<file path="src/rtl/trp_pkg.sv">
package trp_pkg;

  localparam int F12_W   = 12;
  localparam int ST_W    = 13;
  localparam int CAUSE_W = 4;
  localparam int PRIV_W  = 2;
  localparam int NUM_LVL = 3;

  localparam logic [PRIV_W-1:0] PRIV_U = 2'b00;
  localparam logic [PRIV_W-1:0] PRIV_S = 2'b01;
  localparam logic [PRIV_W-1:0] PRIV_M = 2'b11;

  localparam int LVL_U = 0;
  localparam int LVL_S = 1;
  localparam int LVL_M = 2;

  localparam logic [F12_W-1:0] F12_ECALL  = 12'h000;
  localparam logic [F12_W-1:0] F12_EBREAK = 12'h001;
  localparam logic [F12_W-1:0] F12_URET   = 12'h002;
  localparam logic [F12_W-1:0] F12_SRET   = 12'h102;
  localparam logic [F12_W-1:0] F12_MRET   = 12'h302;

  // Status word bit positions
  localparam int ST_UIE    = 0;
  localparam int ST_SIE    = 1;
  localparam int ST_MIE    = 3;
  localparam int ST_UPIE   = 4;
  localparam int ST_SPIE   = 5;
  localparam int ST_MPIE   = 7;
  localparam int ST_SPP    = 8;
  localparam int ST_MPP_LO = 11;
  localparam int ST_MPP_HI = 12;

  localparam logic [ST_W-1:0] ST_LIVE_MASK = 13'h19BB;

  localparam logic [CAUSE_W-1:0] CAUSE_ECALL_U = 4'd8;
  localparam logic [CAUSE_W-1:0] CAUSE_ECALL_S = 4'd9;
  localparam logic [CAUSE_W-1:0] CAUSE_ECALL_M = 4'd11;

  typedef enum logic [2:0] {
    OP_NONE,
    OP_ECALL,
    OP_URET,
    OP_SRET,
    OP_MRET
  } sys_op_e;

  function automatic int ie_pos(input int lvl);
    case (lvl)
      LVL_U:   return ST_UIE;
      LVL_S:   return ST_SIE;
      default: return ST_MIE;
    endcase
  endfunction

  function automatic int pie_pos(input int lvl);
    case (lvl)
      LVL_U:   return ST_UPIE;
      LVL_S:   return ST_SPIE;
      default: return ST_MPIE;
    endcase
  endfunction

  function automatic logic [PRIV_W-1:0] min_priv(input int lvl);
    case (lvl)
      LVL_U:   return PRIV_U;
      LVL_S:   return PRIV_S;
      default: return PRIV_M;
    endcase
  endfunction

endpackage

</file>
<file path="src/rtl/trp_decode.sv">
module trp_decode
  import trp_pkg::*;
(
  input  logic             valid_i,
  input  logic [F12_W-1:0] funct12_i,
  output sys_op_e          op_o
);

  always_comb begin
    op_o = OP_NONE;
    if (valid_i) begin
      case (funct12_i)
        F12_ECALL:  op_o = OP_ECALL;
        F12_URET:   op_o = OP_URET;
        F12_SRET:   op_o = OP_SRET;
        F12_MRET:   op_o = OP_MRET;
        // ebreak belongs to the debug/trap path; it and unknown codes are no-ops here
        F12_EBREAK: op_o = OP_NONE;
        default:    op_o = OP_NONE;
      endcase
    end
  end

endmodule

</file>
<file path="src/rtl/trp_exec.sv">
module trp_exec
  import trp_pkg::*;
#(
  parameter int XLEN = 32
) (
  input  sys_op_e             op_i,
  input  logic [PRIV_W-1:0]   priv_i,
  input  logic [ST_W-1:0]     status_i,
  input  logic [XLEN-1:0]     uepc_i,
  input  logic [XLEN-1:0]     sepc_i,
  input  logic [XLEN-1:0]     mepc_i,
  output logic                commit_o,
  output logic [PRIV_W-1:0]   priv_o,
  output logic [ST_W-1:0]     status_o,
  output logic                ret_o,
  output logic                illegal_o,
  output logic                ecall_o,
  output logic [CAUSE_W-1:0]  cause_o,
  output logic [XLEN-1:0]     pc_o
);

  localparam int LVL_IDX_W = $clog2(NUM_LVL);

  logic [NUM_LVL-1:0][ST_W-1:0]   popped;
  logic [NUM_LVL-1:0][PRIV_W-1:0] restored;
  logic [NUM_LVL-1:0]             allowed;
  logic [NUM_LVL-1:0][XLEN-1:0]   epc;
  logic [LVL_IDX_W-1:0]           lvl_sel;
  logic                           is_ret;

  assign epc[LVL_U] = uepc_i;
  assign epc[LVL_S] = sepc_i;
  assign epc[LVL_M] = mepc_i;

  // One status-stack pop per privilege level
  for (genvar l = 0; l < NUM_LVL; l++) begin : g_lvl
    localparam int IE  = ie_pos(l);
    localparam int PIE = pie_pos(l);
    logic [ST_W-1:0]   pop_w;
    logic [PRIV_W-1:0] rest_w;

    always_comb begin
      pop_w      = status_i;
      pop_w[IE]  = status_i[PIE];
      pop_w[PIE] = 1'b1;
      if (l == LVL_S) begin
        pop_w[ST_SPP] = 1'b0;
      end else if (l == LVL_M) begin
        pop_w[ST_MPP_HI:ST_MPP_LO] = PRIV_U;
      end
    end

    if (l == LVL_U) begin : g_keep
      assign rest_w = priv_i;
    end else if (l == LVL_S) begin : g_spp
      assign rest_w = {1'b0, status_i[ST_SPP]};
    end else begin : g_mpp
      assign rest_w = status_i[ST_MPP_HI:ST_MPP_LO];
    end

    assign popped[l]   = pop_w;
    assign restored[l] = rest_w;
    assign allowed[l]  = (priv_i >= min_priv(l));
  end

  always_comb begin
    is_ret  = 1'b1;
    lvl_sel = LVL_IDX_W'(LVL_U);
    case (op_i)
      OP_URET: lvl_sel = LVL_IDX_W'(LVL_U);
      OP_SRET: lvl_sel = LVL_IDX_W'(LVL_S);
      OP_MRET: lvl_sel = LVL_IDX_W'(LVL_M);
      default: is_ret  = 1'b0;
    endcase
  end

  always_comb begin
    commit_o  = 1'b0;
    priv_o    = priv_i;
    status_o  = status_i;
    ret_o     = 1'b0;
    illegal_o = 1'b0;
    ecall_o   = 1'b0;
    cause_o   = CAUSE_ECALL_M;
    pc_o      = epc[lvl_sel];

    case (priv_i)
      PRIV_U:  cause_o = CAUSE_ECALL_U;
      PRIV_S:  cause_o = CAUSE_ECALL_S;
      default: cause_o = CAUSE_ECALL_M;
    endcase

    if (op_i == OP_ECALL) begin
      ecall_o = 1'b1;
    end else if (is_ret) begin
      if (allowed[lvl_sel]) begin
        commit_o = 1'b1;
        ret_o    = 1'b1;
        priv_o   = restored[lvl_sel];
        status_o = popped[lvl_sel];
      end else begin
        illegal_o = 1'b1;
      end
    end
  end

endmodule

</file>
<file path="src/rtl/trap_return_unit.sv">
module trap_return_unit
  import trp_pkg::*;
#(
  parameter int XLEN = 32
) (
  input  logic               clk,
  input  logic               rst,
  input  logic               instr_valid_i,
  input  logic [F12_W-1:0]   funct12_i,
  input  logic [XLEN-1:0]    uepc_i,
  input  logic [XLEN-1:0]    sepc_i,
  input  logic [XLEN-1:0]    mepc_i,
  output logic               ret_taken_o,
  output logic [XLEN-1:0]    next_pc_o,
  output logic               illegal_o,
  output logic               ecall_o,
  output logic [CAUSE_W-1:0] ecause_o,
  output logic [ST_W-1:0]    status_o,
  output logic [PRIV_W-1:0]  priv_o
);

  sys_op_e              op_w;
  logic                 commit_w;
  logic [PRIV_W-1:0]    priv_nx;
  logic [ST_W-1:0]      status_nx;
  logic                 ret_w;
  logic                 illegal_w;
  logic                 ecall_w;
  logic [CAUSE_W-1:0]   cause_w;
  logic [XLEN-1:0]      pc_w;

  logic [PRIV_W-1:0]    priv_q;
  logic [ST_W-1:0]      status_q;
  logic                 ret_q;
  logic                 illegal_q;
  logic                 ecall_q;
  logic [CAUSE_W-1:0]   cause_q;
  logic [XLEN-1:0]      pc_q;

  trp_decode u_decode (
    .valid_i   (instr_valid_i),
    .funct12_i (funct12_i),
    .op_o      (op_w)
  );

  trp_exec #(
    .XLEN (XLEN)
  ) u_exec (
    .op_i      (op_w),
    .priv_i    (priv_q),
    .status_i  (status_q),
    .uepc_i    (uepc_i),
    .sepc_i    (sepc_i),
    .mepc_i    (mepc_i),
    .commit_o  (commit_w),
    .priv_o    (priv_nx),
    .status_o  (status_nx),
    .ret_o     (ret_w),
    .illegal_o (illegal_w),
    .ecall_o   (ecall_w),
    .cause_o   (cause_w),
    .pc_o      (pc_w)
  );

  always_ff @(posedge clk) begin
    if (rst) begin
      priv_q    <= PRIV_M;
      status_q  <= '0;
      ret_q     <= 1'b0;
      illegal_q <= 1'b0;
      ecall_q   <= 1'b0;
      cause_q   <= '0;
      pc_q      <= '0;
    end else begin
      ret_q     <= ret_w;
      illegal_q <= illegal_w;
      ecall_q   <= ecall_w;
      if (commit_w) begin
        priv_q   <= priv_nx;
        status_q <= status_nx & ST_LIVE_MASK;
      end
      if (ret_w) begin
        pc_q <= pc_w;
      end
      if (ecall_w) begin
        cause_q <= cause_w;
      end
    end
  end

  assign ret_taken_o = ret_q;
  assign illegal_o   = illegal_q;
  assign ecall_o     = ecall_q;
  assign ecause_o    = cause_q;
  assign next_pc_o   = pc_q;
  assign status_o    = status_q;
  assign priv_o      = priv_q;

  // result pulses are mutually exclusive
  p_pulse_excl_r9: assert property (@(posedge clk) disable iff (rst)
    $onehot0({ret_taken_o, illegal_o, ecall_o}));

  // no pulse without an instruction on the previous edge
  p_pulse_needs_valid_r9: assert property (@(posedge clk) disable iff (rst)
    !$past(instr_valid_i) |-> !(ret_taken_o || illegal_o || ecall_o));

  // user return pops the user enable stack and keeps privilege
  p_uret_pop_r2: assert property (@(posedge clk) disable iff (rst)
    $past(op_w == OP_URET) |->
      ret_taken_o && status_q[ST_UPIE] &&
      (status_q[ST_UIE] == $past(status_q[ST_UPIE])) && (priv_q == $past(priv_q)));

  // supervisor return from user faults without state change
  p_sret_user_ill_r3: assert property (@(posedge clk) disable iff (rst)
    $past(op_w == OP_SRET && priv_q == PRIV_U) |->
      illegal_o && $stable(status_q) && $stable(priv_q) && $stable(next_pc_o));

  // legal supervisor return clears the saved privilege
  p_sret_pop_r4: assert property (@(posedge clk) disable iff (rst)
    $past(op_w == OP_SRET && priv_q != PRIV_U) |->
      ret_taken_o && !status_q[ST_SPP] && status_q[ST_SPIE] &&
      (priv_q == {1'b0, $past(status_q[ST_SPP])}));

  // machine return below machine faults without state change
  p_mret_low_ill_r5: assert property (@(posedge clk) disable iff (rst)
    $past(op_w == OP_MRET && priv_q != PRIV_M) |->
      illegal_o && $stable(status_q) && $stable(priv_q) && $stable(next_pc_o));

  // legal machine return restores the saved privilege
  p_mret_pop_r6: assert property (@(posedge clk) disable iff (rst)
    $past(op_w == OP_MRET && priv_q == PRIV_M) |->
      ret_taken_o && status_q[ST_MPIE] && (status_q[ST_MPP_HI:ST_MPP_LO] == PRIV_U) &&
      (priv_q == $past(status_q[ST_MPP_HI:ST_MPP_LO])));

  // environment-call cause follows the unchanged privilege
  p_ecall_cause_r7: assert property (@(posedge clk) disable iff (rst)
    ecall_o |->
      ((priv_q == PRIV_U) ? (ecause_o == CAUSE_ECALL_U) :
       (priv_q == PRIV_S) ? (ecause_o == CAUSE_ECALL_S) : (ecause_o == CAUSE_ECALL_M)));

endmodule

</file>
<file path="config.mk">
export PLATFORM = sky130hd
export DESIGN_NAME = trap_return_unit
export DESIGN_NICKNAME = d
export VERILOG_FILES = /design/src/rtl/trp_pkg.sv /design/src/rtl/trp_decode.sv /design/src/rtl/trp_exec.sv /design/src/rtl/trap_return_unit.sv
export SDC_FILE = /design/constraint.sdc
export NUM_CORES = 1
export LEC_CHECK = 0
export BUFFER_PORTS_ARGS = -buffer_cell sky130_fd_sc_hd__buf_2
export CAP_MARGIN = 20
export CORE_ASPECT_RATIO = 0.8
export CORE_UTILIZATION = 49
export CTS_BUF_LIST = sky130_fd_sc_hd__clkbuf_4 sky130_fd_sc_hd__clkbuf_8 sky130_fd_sc_hd__clkbuf_16
export DETAILED_ROUTE_END_ITERATION = 6
export PLACE_DENSITY_LB_ADDON = 0.05
export SLEW_MARGIN = 20
export SYNTH_ARGS = -nofsm -noshare
export SYNTH_HDL_FRONTEND = slang
export SYNTH_HIERARCHICAL = 1
export SYNTH_SLANG_ARGS = --single-unit
</file>
<file path="constraint.sdc">
create_clock -name clk -period 8.77 [get_ports clk]
set_input_delay 0.877 -clock clk [delete_from_list [all_inputs] [get_ports clk]]
set_output_delay 0.877 -clock clk [all_outputs]
set_load 0.05 [all_outputs]
</file>
==> impl_metrics.sql, run 1 <==
INSERT INTO impl_metrics (metric_group, metric, value, unit) VALUES
('detailed_routing', 'iteration_0_drc_count_of_the_detailed_router', '155', ''),
('job', 'cap_viol_max_count', '0', ''),
('synthesis', 'synth.cell_area', '0.00315', 'mm^2'),
('floorplanning', 'core_region_area', '0.00604', 'mm^2'),
('place', 'postPlaceCellArea', '0.00383', 'mm^2'),
('detailed_routing', 'antenna_left', '0', ''),
('detailed_routing', 'first_pass_iters', '5', ''),
('cts', 'cts_root_cell', 'sky130_fd_sc_hd__clkbuf_8', ''),
('place', 'buffer_ports.inserted', '160', ''),
('finish', 'postLayoutCoreUtil', '0.652', ''),
('floorplanning', 'die-height', '73.7', 'um'),
('detailed_routing', 'vias_per_cell', '5.41', ''),
('cts', 'clock_insertion_delay_worst_skew', '0.29', 'ns'),
('finish', 'final_nets', '604', ''),
('global_routing', 'grt_first_pass_wirelength', '13000', 'um'),
('timing', 'layout_setup_ws', '4.64', 'ns'),
('setup_path', 'crit_required', '8.92', 'ns'),
('finish', 'area.growth.synth_to_final', '25.1', '%'),
('timing', 'finalHoldViolations', '0', ''),
('finish', 'layout_commonest_cell', 'sky130_fd_sc_hd__buf_2', ''),
('floorplanning', 'die_x', '91.6', 'um'),
('setup_path', 'critical-path-max-stage-delay', '0.70', 'ns'),
('power', 'vdd_ir_drop_max', '73.6', 'uV'),
('timing', 'tightest_slew', '0.896', 'ns'),
('cts', 'htree_num_levels', '2', ''),
('synthesis', 'syn-mean-instance-area', '8.74', 'um^2'),
('timing', 'setup_violations', '0', ''),
('cts', 'clock_tree.buffer_depth', '2', ''),
('setup_path', 'crit_chain', 'buf_2 > nor4b_1 > nand2_1 > nor4b_4 > buf_4 > nor3b_1 > o2bb2ai_1 > a21oi_4 > buf_4 > mux2i_1 > nor2_1', ''),
('timing', 'fmaxAchievable', '242', 'MHz'),
('setup_path', 'crit_top_cell', 'sky130_fd_sc_hd__buf_4', ''),
('power', 'power_leakage', '1.71', 'nW'),
('finish', 'layout_common_cells', 'sky130_fd_sc_hd__buf_2, sky130_fd_sc_hd__nor2_1, sky130_fd_sc_hd__dfxtp_1', ''),
('detailed_routing', 'drt-total-wl', '8400', 'um'),
('setup_path', 'timing_worst_setup_path_type', 'input port to register', ''),
('place', 'worst_slack_at_placement', '4.34', 'ns'),
('place', 'routabilityCongestion', '0.764', ''),
('global_routing', 'largest_net_degree_at_the_start_of_global_routing', '73', ''),
('min_path', 'timing.hold.worst.class', 'register to register', ''),
('global_routing', 'grt_pass1_vias', '2673', ''),
('setup_path', 'arrival_time_at_the_worst_endpoint', '4.28', 'ns'),
('timing', 'clock_skew', '0.0154', 'ns'),
('status', 'outcome', 'completed', ''),
('global_routing', 'grt.total_usage', '0.240', ''),
('detailed_routing', 'route.detailed.wl_per_inst', '14.6', 'um'),
('setup_path', 'critical_path_peak_fanout', '72', ''),
('synthesis', 'netlist_instances', '360', ''),
('timing', 'rsz0062_at_grt', 'no', ''),
('place', 'hpwlAfterDp', '5910', 'um'),
('detailed_routing', 'post-route-drc-count', '0', ''),
('detailed_routing', 'num_vias', '3113', ''),
('cts', 'cts_hold_repair.buffers', '0', ''),
('timing', 'finalMaxSlewViolations', '0', ''),
('finish', 'layout.filler_cells', '534', ''),
('timing', 'post-route-min-period', '4.13', 'ns'),
('cts', 'cts_made_buffers', '5', ''),
('cts', 'number_of_buffers_inserted_by_post_cts_setup_repair', '0', ''),
('global_routing', 'grt-ovfl-total', '0', ''),
('setup_path', 'setup.reg_to_reg.worst_slack', '6.33', 'ns'),
('cts', 'clkSlewWorstSetupHoldPaths', '0.09', 'ns'),
('floorplanning', 'overall_die_area', '0.00675', 'mm^2'),
('synthesis', 'synth.yosys.warnings', '6', ''),
('timing', 'period_share', '0.471', ''),
('cts', 'post_cts_resize_count', '0', ''),
('cts', 'cts_tree', 'yes', ''),
('floorplanning', 'floorplan.rows', '25', ''),
('finish', 'finalInstanceArea', '0.00393', 'mm^2'),
('finish', 'n_antenna_cell', '0', ''),
('timing', 'max_slew_margin', '0.403', ''),
('timing', 'setup_tns', '0', 'ns'),
('finish', 'fraction_of_final_layout_cells_with_drive_strength_greater_than_1', '0.387', ''),
('floorplanning', 'io-pin-count', '165', ''),
('setup_path', 'crit_path_start_kind', 'input port', ''),
('global_routing', 'antenna_found_initial', '0', ''),
('setup_path', 'worst_setup_ep_type', 'register', ''),
('setup_path', 'slowest_stage', 'sky130_fd_sc_hd__a21oi_4', ''),
('floorplanning', 'initial_core_util', '0.521', ''),
('cts', 'clkSinkCount', '50', ''),
('power', 'cellPowerDensity', '107', 'mW/mm^2');
final timing paths:
check / cells after the start / end / from
setup / recovery: 11 / next_pc_o[27] / funct12_i[10]
hold / removal: 2 / next_pc_o[13] / next_pc_o[13]
setup reg to reg: 6 / next_pc_o[27] / priv_o[1]
hold reg to reg: 2 / next_pc_o[13] / next_pc_o[13]
metrics by stage:
step                      cells  power, mW  hold slack [ns]
after floorplan             363      0.254            0.735
after global placement      567      0.280            0.468
after detailed placement    567      0.280            0.478
after CTS                   575      0.425            0.499
after global routing        575      0.441            0.531
final                       575      0.421            0.494
metal layers:
metal / track usage / share of wire / vias to the layer above
li1: - / - / 1543
met1: 0.324 / 0.45 / 1406
met2: 0.388 / 0.45 / 158
met3: 0.0631 / 0.091 / 6
met4: 0.0494 / 0.0081 / 0
met5: 0 / 0 / -
sequential cells by signal, summed over array words and instances, names as in the netlist:
signal / count
ecause_o: 4
illegal_o: 1
next_pc_o: 32
status_o: 9
ret_taken_o: 1
priv_o: 2
ecall_o: 1
critical path: cells and delay by family:
kind	cells	cell delay, ns
compound gates	2	0.91
buf+inv	3	1.13
mux	1	0.27
simple gates	5	1.02
area by class of cell:
type	count	area (um^2)	area share
clock inverter	1	8.76	0.00223
tap	81	101	0.0258
clock buffer	7	96.3	0.0245
sequential	50	1000	0.254
multi-input combinational	267	1870	0.475
timing repair buffer	166	846	0.215
inverter	3	11.3	0.00286
power breakdown:
group | total (mW) | internal, mW | switching (mW)
clock | 0.146 | 0.0724 | 0.0738
sequential | 0.227 | 0.227 | 0.0000336
combinational | 0.0483 | 0.0256 | 0.0227
total | 0.421 | 0.325 | 0.0965
Power figures use the tool's default switching activity.
==> run 2: changes to the inputs <==
ABC_AREA = 1   (was default)
CORE_UTILIZATION = 41   (was 49)
clock period = 3.67 ns   (was 8.77 ns; I/O delays follow)
==> impl_metrics.sql, run 2 <==
INSERT INTO impl_metrics (metric_group, metric, value, unit) VALUES
('status', 'outcome', 'completed', ''),
('finish', 'layout_common_cells', 'sky130_fd_sc_hd__nand2_1, sky130_fd_sc_hd__buf_2, sky130_fd_sc_hd__nor2_1', ''),
('cts', 'number_of_buffers_inserted_by_post_cts_setup_repair', '0', ''),
('synthesis', 'syn-mean-instance-area', '5.74', 'um^2'),
('synthesis', 'netlist_instances', '546', ''),
('power', 'cellPowerDensity', '267', 'mW/mm^2'),
('place', 'buffer_ports.inserted', '160', ''),
('cts', 'clock_tree.buffer_depth', '2', ''),
('finish', 'final_nets', '796', ''),
('min_path', 'holdPathStages', '2', ''),
('setup_path', 'worst_r2r_endpoint', 'status_o[8]', ''),
('setup_path', 'crit_required', '3.87', 'ns'),
('detailed_routing', 'num_vias', '3374', ''),
('global_routing', 'busiest_layer', 'met2', ''),
('timing', 'hold-worst-slack', '0.265', 'ns'),
('floorplanning', 'initial_core_util', '0.424', ''),
('finish', 'layout.filler_cells', '815', ''),
('detailed_routing', 'first_pass_iters', '4', ''),
('setup_path', 'critical-path-max-stage-delay', '0.44', 'ns'),
('min_path', 'hold_path.startpoint', 'rst', ''),
('detailed_routing', 'vias_per_cell', '4.27', ''),
('timing', 'layout_setup_ws', '0.965', 'ns'),
('setup_path', 'crit_top_cell', 'sky130_fd_sc_hd__nand2_1', ''),
('timing', 'tightest_slew', '0.923', 'ns'),
('floorplanning', 'die-height', '80.2', 'um'),
('place', 'hpwlAfterDp', '5550', 'um'),
('timing', 'post-route-min-period', '2.70', 'ns'),
('global_routing', 'grt-ovfl-total', '0', ''),
('global_routing', 'grt_pass1_vias', '2772', ''),
('setup_path', 'worst_setup_ep_type', 'register', ''),
('floorplanning', 'die_x', '99.8', 'um'),
('cts', 'cts_tree', 'yes', ''),
('power', 'power_leakage', '2.24', 'nW'),
('detailed_routing', 'iteration_0_drc_count_of_the_detailed_router', '131', ''),
('place', 'worst_slack_at_placement', '0.602', 'ns'),
('global_routing', 'grt_first_pass_wirelength', '12000', 'um'),
('setup_path', 'slowest_stage', 'sky130_fd_sc_hd__nor2_1', ''),
('cts', 'htree_num_levels', '2', ''),
('setup_path', 'setup.reg_to_reg.worst_slack', '1.74', 'ns'),
('timing', 'period_share', '0.737', ''),
('cts', 'post_cts_resize_count', '0', ''),
('setup_path', 'crit_chain', 'buf_2 > inv_1 > nand2_1 > nor2_2 > nand2_1 > nor2_1 > nand3_4 > inv_4 > nor2_4 > a21oi_4 > buf_12 > nand2_1 > nand2_1 > nor2_1', ''),
('cts', 'clkSinkCount', '50', ''),
('timing', 'fmaxAchievable', '370', 'MHz'),
('detailed_routing', 'drt-total-wl', '7540', 'um'),
('finish', 'sequential_cell_area', '0.00100', 'mm^2'),
('setup_path', 'worstRegToRegCells', '8', ''),
('global_routing', 'global_route.usage.met3', '0.0505', ''),
('floorplanning', 'io-pin-count', '165', ''),
('setup_path', 'rr_startpoint', 'priv_o[1]', ''),
('place', 'routabilityCongestion', '0.783', ''),
('global_routing', 'largest_net_degree_at_the_start_of_global_routing', '74', ''),
('setup_path', 'worstPathBufferInverterCount', '4', ''),
('timing', 'rsz0062_at_grt', 'no', ''),
('finish', 'multi_input_comb_area', '0.00159', 'mm^2'),
('finish', 'n_antenna_cell', '0', ''),
('timing', 'finalHoldViolations', '0', ''),
('cts', 'clock_insertion_delay_worst_skew', '0.30', 'ns'),
('floorplanning', 'floorplan.rows', '28', ''),
('setup_path', 'crit_path_start_kind', 'input port', ''),
('cts', 'cts_root_cell', 'sky130_fd_sc_hd__clkbuf_8', ''),
('detailed_routing', 'post-route-drc-count', '0', ''),
('setup_path', 'number_of_cells_on_the_critical_path', '14', ''),
('timing', 'finalMaxSlewViolations', '0', ''),
('floorplanning', 'core_region_area', '0.00739', 'mm^2'),
('min_path', 'timing.hold.worst_endpoint', 'ecall_o', ''),
('floorplanning', 'overall_die_area', '0.00801', 'mm^2'),
('finish', 'area.growth.synth_to_final', '26.3', '%'),
('synthesis', 'synth.yosys.warnings', '6', ''),
('power', 'vdd_ir_drop_max', '180', 'uV'),
('cts', 'clkSlewWorstSetupHoldPaths', '0.09', 'ns'),
('global_routing', 'gr-usage-met2', '0.314', ''),
('detailed_routing', 'route.detailed.wl_per_inst', '9.53', 'um'),
('global_routing', 'grt.total_usage', '0.184', ''),
('setup_path', 'arrival_time_at_the_worst_endpoint', '2.91', 'ns'),
('timing', 'setup_violations', '0', ''),
('setup_path', 'critical_path_peak_fanout', '73', ''),
('global_routing', 'antenna_found_initial', '0', ''),
('min_path', 'timing.hold.worst.class', 'input port to register', ''),
('finish', 'fraction_of_final_layout_cells_with_drive_strength_greater_than_1', '0.265', ''),
('finish', 'layout_commonest_cell', 'sky130_fd_sc_hd__nand2_1', ''),
('timing', 'max_slew_margin', '0.380', ''),
('detailed_routing', 'antenna_left', '0', ''),
('cts', 'cts_made_buffers', '5', ''),
('cts', 'cts_hold_repair.buffers', '0', ''),
('setup_path', 'critPathTopFamily', 'simple AND/OR/NAND/NOR gates', ''),
('timing', 'clock_skew', '0.00704', 'ns'),
('synthesis', 'synth.cell_area', '0.00314', 'mm^2'),
('setup_path', 'timing_worst_setup_path_type', 'input port to register', ''),
('finish', 'largest_reg_flops', '32', ''),
('timing', 'setup_tns', '0', 'ns'),
('job', 'cap_viol_max_count', '0', ''),
('global_routing', 'global_route_met1_usage', '0.235', '');
-- run 2: stage by stage --
| step | instance area [um^2] | power (mW) | utilization | std cells |
|---|---|---|---|---|
| 2_1_floorplan | 3150 | 0.621 | - | 549 |
| 3_3_place_gp | 3850 | 0.675 | 0.521 | 783 |
| 3_5_place_dp | 3850 | 0.677 | 0.521 | 783 |
| 4_1_cts | 3960 | 1.07 | 0.536 | 791 |
| 5_1_grt | 3960 | 1.11 | 0.536 | 791 |
| 6_report | 3960 | 1.06 | 0.536 | 791 |
-- run 2: report_power, final --
group / switching (mW) / internal [mW] / leakage, nW
Sequential: 0.000176 / 0.542 / 0.403
Combinational: 0.0594 / 0.0606 / 1.78
Clock: 0.190 / 0.205 / 0.0585
Total: 0.249 / 0.808 / 2.24
-- run 2: area by class of cell --
class	count	share of cell area
timing repair buffer	162	0.209
tap	105	0.0332
clock buffer	5	0.0174
sequential	50	0.253
clock inverter	3	0.0111
multi-input combinational	387	0.401
inverter	79	0.0755
-- run 2: worst max-delay path by stage --
stage	endpoint	startpoint	slack [ns]
after detailed placement	status_o[8]	funct12_i[5]	0.60
after floorplan	next_pc_o[10]	funct12_i[4]	1.42
after global routing	next_pc_o[11]	funct12_i[4]	0.66
after CTS	status_o[8]	funct12_i[5]	0.93
after global placement	next_pc_o[8]	funct12_i[4]	0.74
final	status_o[8]	funct12_i[5]	0.97
-- run 2: per-layer routing --
metal | vias to the layer above | wire (um)
met5 | - | 0
met4 | 0 | 44
met3 | 4 | 505
met2 | 101 | 3340
met1 | 1413 | 3650
li1 | 1856 | -
==> run 3: changes to the inputs <==
clock period = 2.45 ns   (was 3.67 ns; I/O delays follow)
==> impl_metrics.sql, run 3 (same netlist as run 2, synthesis figures left out) <==
INSERT INTO impl_metrics (metric_group, metric, value, unit) VALUES
('status', 'outcome', 'completed', ''),
('timing', 'clock_skew', '0.0111', 'ns'),
('cts', 'cts_root_cell', 'sky130_fd_sc_hd__clkbuf_8', ''),
('timing', 'fmaxAchievable', '538', 'MHz'),
('finish', 'largest_reg_flops', '32', ''),
('finish', 'layout_common_cells', 'sky130_fd_sc_hd__nand2_1, sky130_fd_sc_hd__buf_2, sky130_fd_sc_hd__nor2_1', ''),
('floorplanning', 'die_x', '99.8', 'um'),
('setup_path', 'timing_worst_setup_path_type', 'input port to register', ''),
('timing', 'post-route-min-period', '1.86', 'ns'),
('power', 'cellPowerDensity', '400', 'mW/mm^2'),
('setup_path', 'crit_top_cell', 'sky130_fd_sc_hd__nand2_1', ''),
('finish', 'finish.cell_count_without_fillers', '797', ''),
('floorplanning', 'io-pin-count', '165', ''),
('detailed_routing', 'post-route-drc-count', '0', ''),
('detailed_routing', 'num_vias', '3408', ''),
('cts', 'clkSinkCount', '50', ''),
('global_routing', 'grt-ovfl-total', '0', ''),
('timing', 'setup_violations', '0', ''),
('finish', 'n_antenna_cell', '0', ''),
('detailed_routing', 'vias_per_cell', '4.28', ''),
('place', 'hpwlAfterDp', '5830', 'um'),
('setup_path', 'arrival_time_at_the_worst_endpoint', '2.09', 'ns'),
('setup_path', 'worst_setup_ep_type', 'register', ''),
('finish', 'fraction_of_final_layout_cells_with_drive_strength_greater_than_1', '0.272', ''),
('finish', 'sequential_cell_area', '0.00100', 'mm^2'),
('global_routing', 'largest_net_degree_at_the_start_of_global_routing', '52', ''),
('detailed_routing', 'iteration_0_drc_count_of_the_detailed_router', '94', ''),
('floorplanning', 'floorplan.rows', '28', ''),
('setup_path', 'setup.reg_to_reg.worst_slack', '0.73', 'ns'),
('global_routing', 'grt_pass1_vias', '2864', ''),
('timing', 'period_share', '0.758', ''),
('global_routing', 'grt_first_pass_wirelength', '12500', 'um'),
('place', 'dp_cells', '789', ''),
('cts', 'cts_hold_repair.buffers', '0', ''),
('finish', 'final_nets', '802', ''),
('floorplanning', 'core_region_area', '0.00739', 'mm^2'),
('setup_path', 'crit_path_start_kind', 'input port', ''),
('floorplanning', 'overall_die_area', '0.00801', 'mm^2'),
('finish', 'area.growth.synth_to_final', '28.0', '%'),
('cts', 'htree_num_levels', '2', ''),
('detailed_routing', 'first_pass_iters', '4', ''),
('timing', 'rsz0062_at_grt', 'no', ''),
('cts', 'cts_made_buffers', '5', ''),
('global_routing', 'antenna_found_initial', '0', ''),
('place', 'buffer_ports.inserted', '160', ''),
('finish', 'multi_input_comb_area', '0.00159', 'mm^2'),
('setup_path', 'crit_required', '2.69', 'ns'),
('cts', 'cts_tree', 'yes', ''),
('setup_path', 'slowest_stage', 'sky130_fd_sc_hd__buf_4', ''),
('finish', 'layout_commonest_cell', 'sky130_fd_sc_hd__nand2_1', ''),
('floorplanning', 'initial_core_util', '0.424', ''),
('power', 'power_leakage', '2.28', 'nW'),
('finish', 'layout.filler_cells', '812', ''),
('cts', 'post_cts_resize_count', '0', ''),
('setup_path', 'critical_path_peak_fanout', '32', ''),
('cts', 'clock_insertion_delay_worst_skew', '0.30', 'ns'),
('timing', 'finalHoldViolations', '0', ''),
('place', 'routabilityCongestion', '0.808', ''),
('detailed_routing', 'route.detailed.wl_per_inst', '9.77', 'um'),
('power', 'total_power', '1.61', 'mW'),
('detailed_routing', 'antenna_left', '0', ''),
('cts', 'clkSlewWorstSetupHoldPaths', '0.10', 'ns'),
('timing', 'max_slew_margin', '0.472', ''),
('power', 'vdd_ir_drop_max', '221', 'uV'),
('cts', 'clock_tree.buffer_depth', '2', ''),
('floorplanning', 'die-height', '80.2', 'um'),
('detailed_routing', 'drt-total-wl', '7790', 'um'),
('timing', 'finalMaxSlewViolations', '0', ''),
('setup_path', 'crit_chain', 'buf_2 > inv_1 > nand2_1 > nor2_2 > nand2_1 > nor2_1 > inv_2 > nand3_4 > inv_4 > nor2_4 > buf_4 > nand2_1 > nand3_1 > inv_1 > nand2_1 > nand2_1 > nor2_1', ''),
('min_path', 'timing.hold.worst.class', 'input port to register', ''),
('job', 'cap_viol_max_count', '0', ''),
('timing', 'tightest_slew', '0.791', 'ns'),
('cts', 'number_of_buffers_inserted_by_post_cts_setup_repair', '0', ''),
('global_routing', 'grt.total_usage', '0.195', ''),
('setup_path', 'critical-path-max-stage-delay', '0.33', 'ns'),
('timing', 'setup_tns', '0', 'ns');
[run 3: worst paths after layout]
check,startpoint,to,depth (start not counted)
worst min-delay path,rst,ecall_o,2
worst min register to register,next_pc_o[12],next_pc_o[12],2
worst max register to register,priv_o[1],priv_o[1],8
worst max-delay path,funct12_i[4],next_pc_o[5],17
[run 3: area by class of cell]
cell class	count	area share
repair buffers	168	0.217
multi-input cells	387	0.396
clock inverters	2	0.00966
flip-flops and latches	50	0.249
well taps	105	0.0327
clock buffers	6	0.0206
inverters	79	0.0745
[run 3: routing by layer]
metal  wire length [um]  vias up  GRT usage  share of wire
li1                   -     1867          -              -
met1               3710     1435      0.240           0.48
met2               3490      104      0.347           0.45
met3                556        2     0.0505          0.071
met4                 29        0     0.0309         0.0037
met5                  0        -          0              0
[run 3: metrics by stage]
step	instance area (um^2)	hold WS, ns	utilization	worst slack [ns]
3_3_place_gp	3890	0.454	0.527	0.341
4_1_cts	4020	0.128	0.543	0.584
6_report	4020	0.140	0.543	0.592
5_1_grt	4020	0.133	0.543	0.333
3_5_place_dp	3890	0.459	0.527	0.261
2_1_floorplan	3150	0.316	-	0.322
[run 3: worst max-delay path: cells and delay by family]
family                 cells  cell delay (ns)
buffers and inverters      6             0.66
and+or+nand+nor           11             1.13
[run 3: where the power goes]
part / leakage, nW / internal (mW) / total, mW / switching, mW
clock: 0.0618 / 0.336 / 0.615 / 0.278
sequential: 0.403 / 0.812 / 0.813 / 0.000261
combinational: 1.81 / 0.0910 / 0.180 / 0.0889
total: 2.28 / 1.24 / 1.61 / 0.368
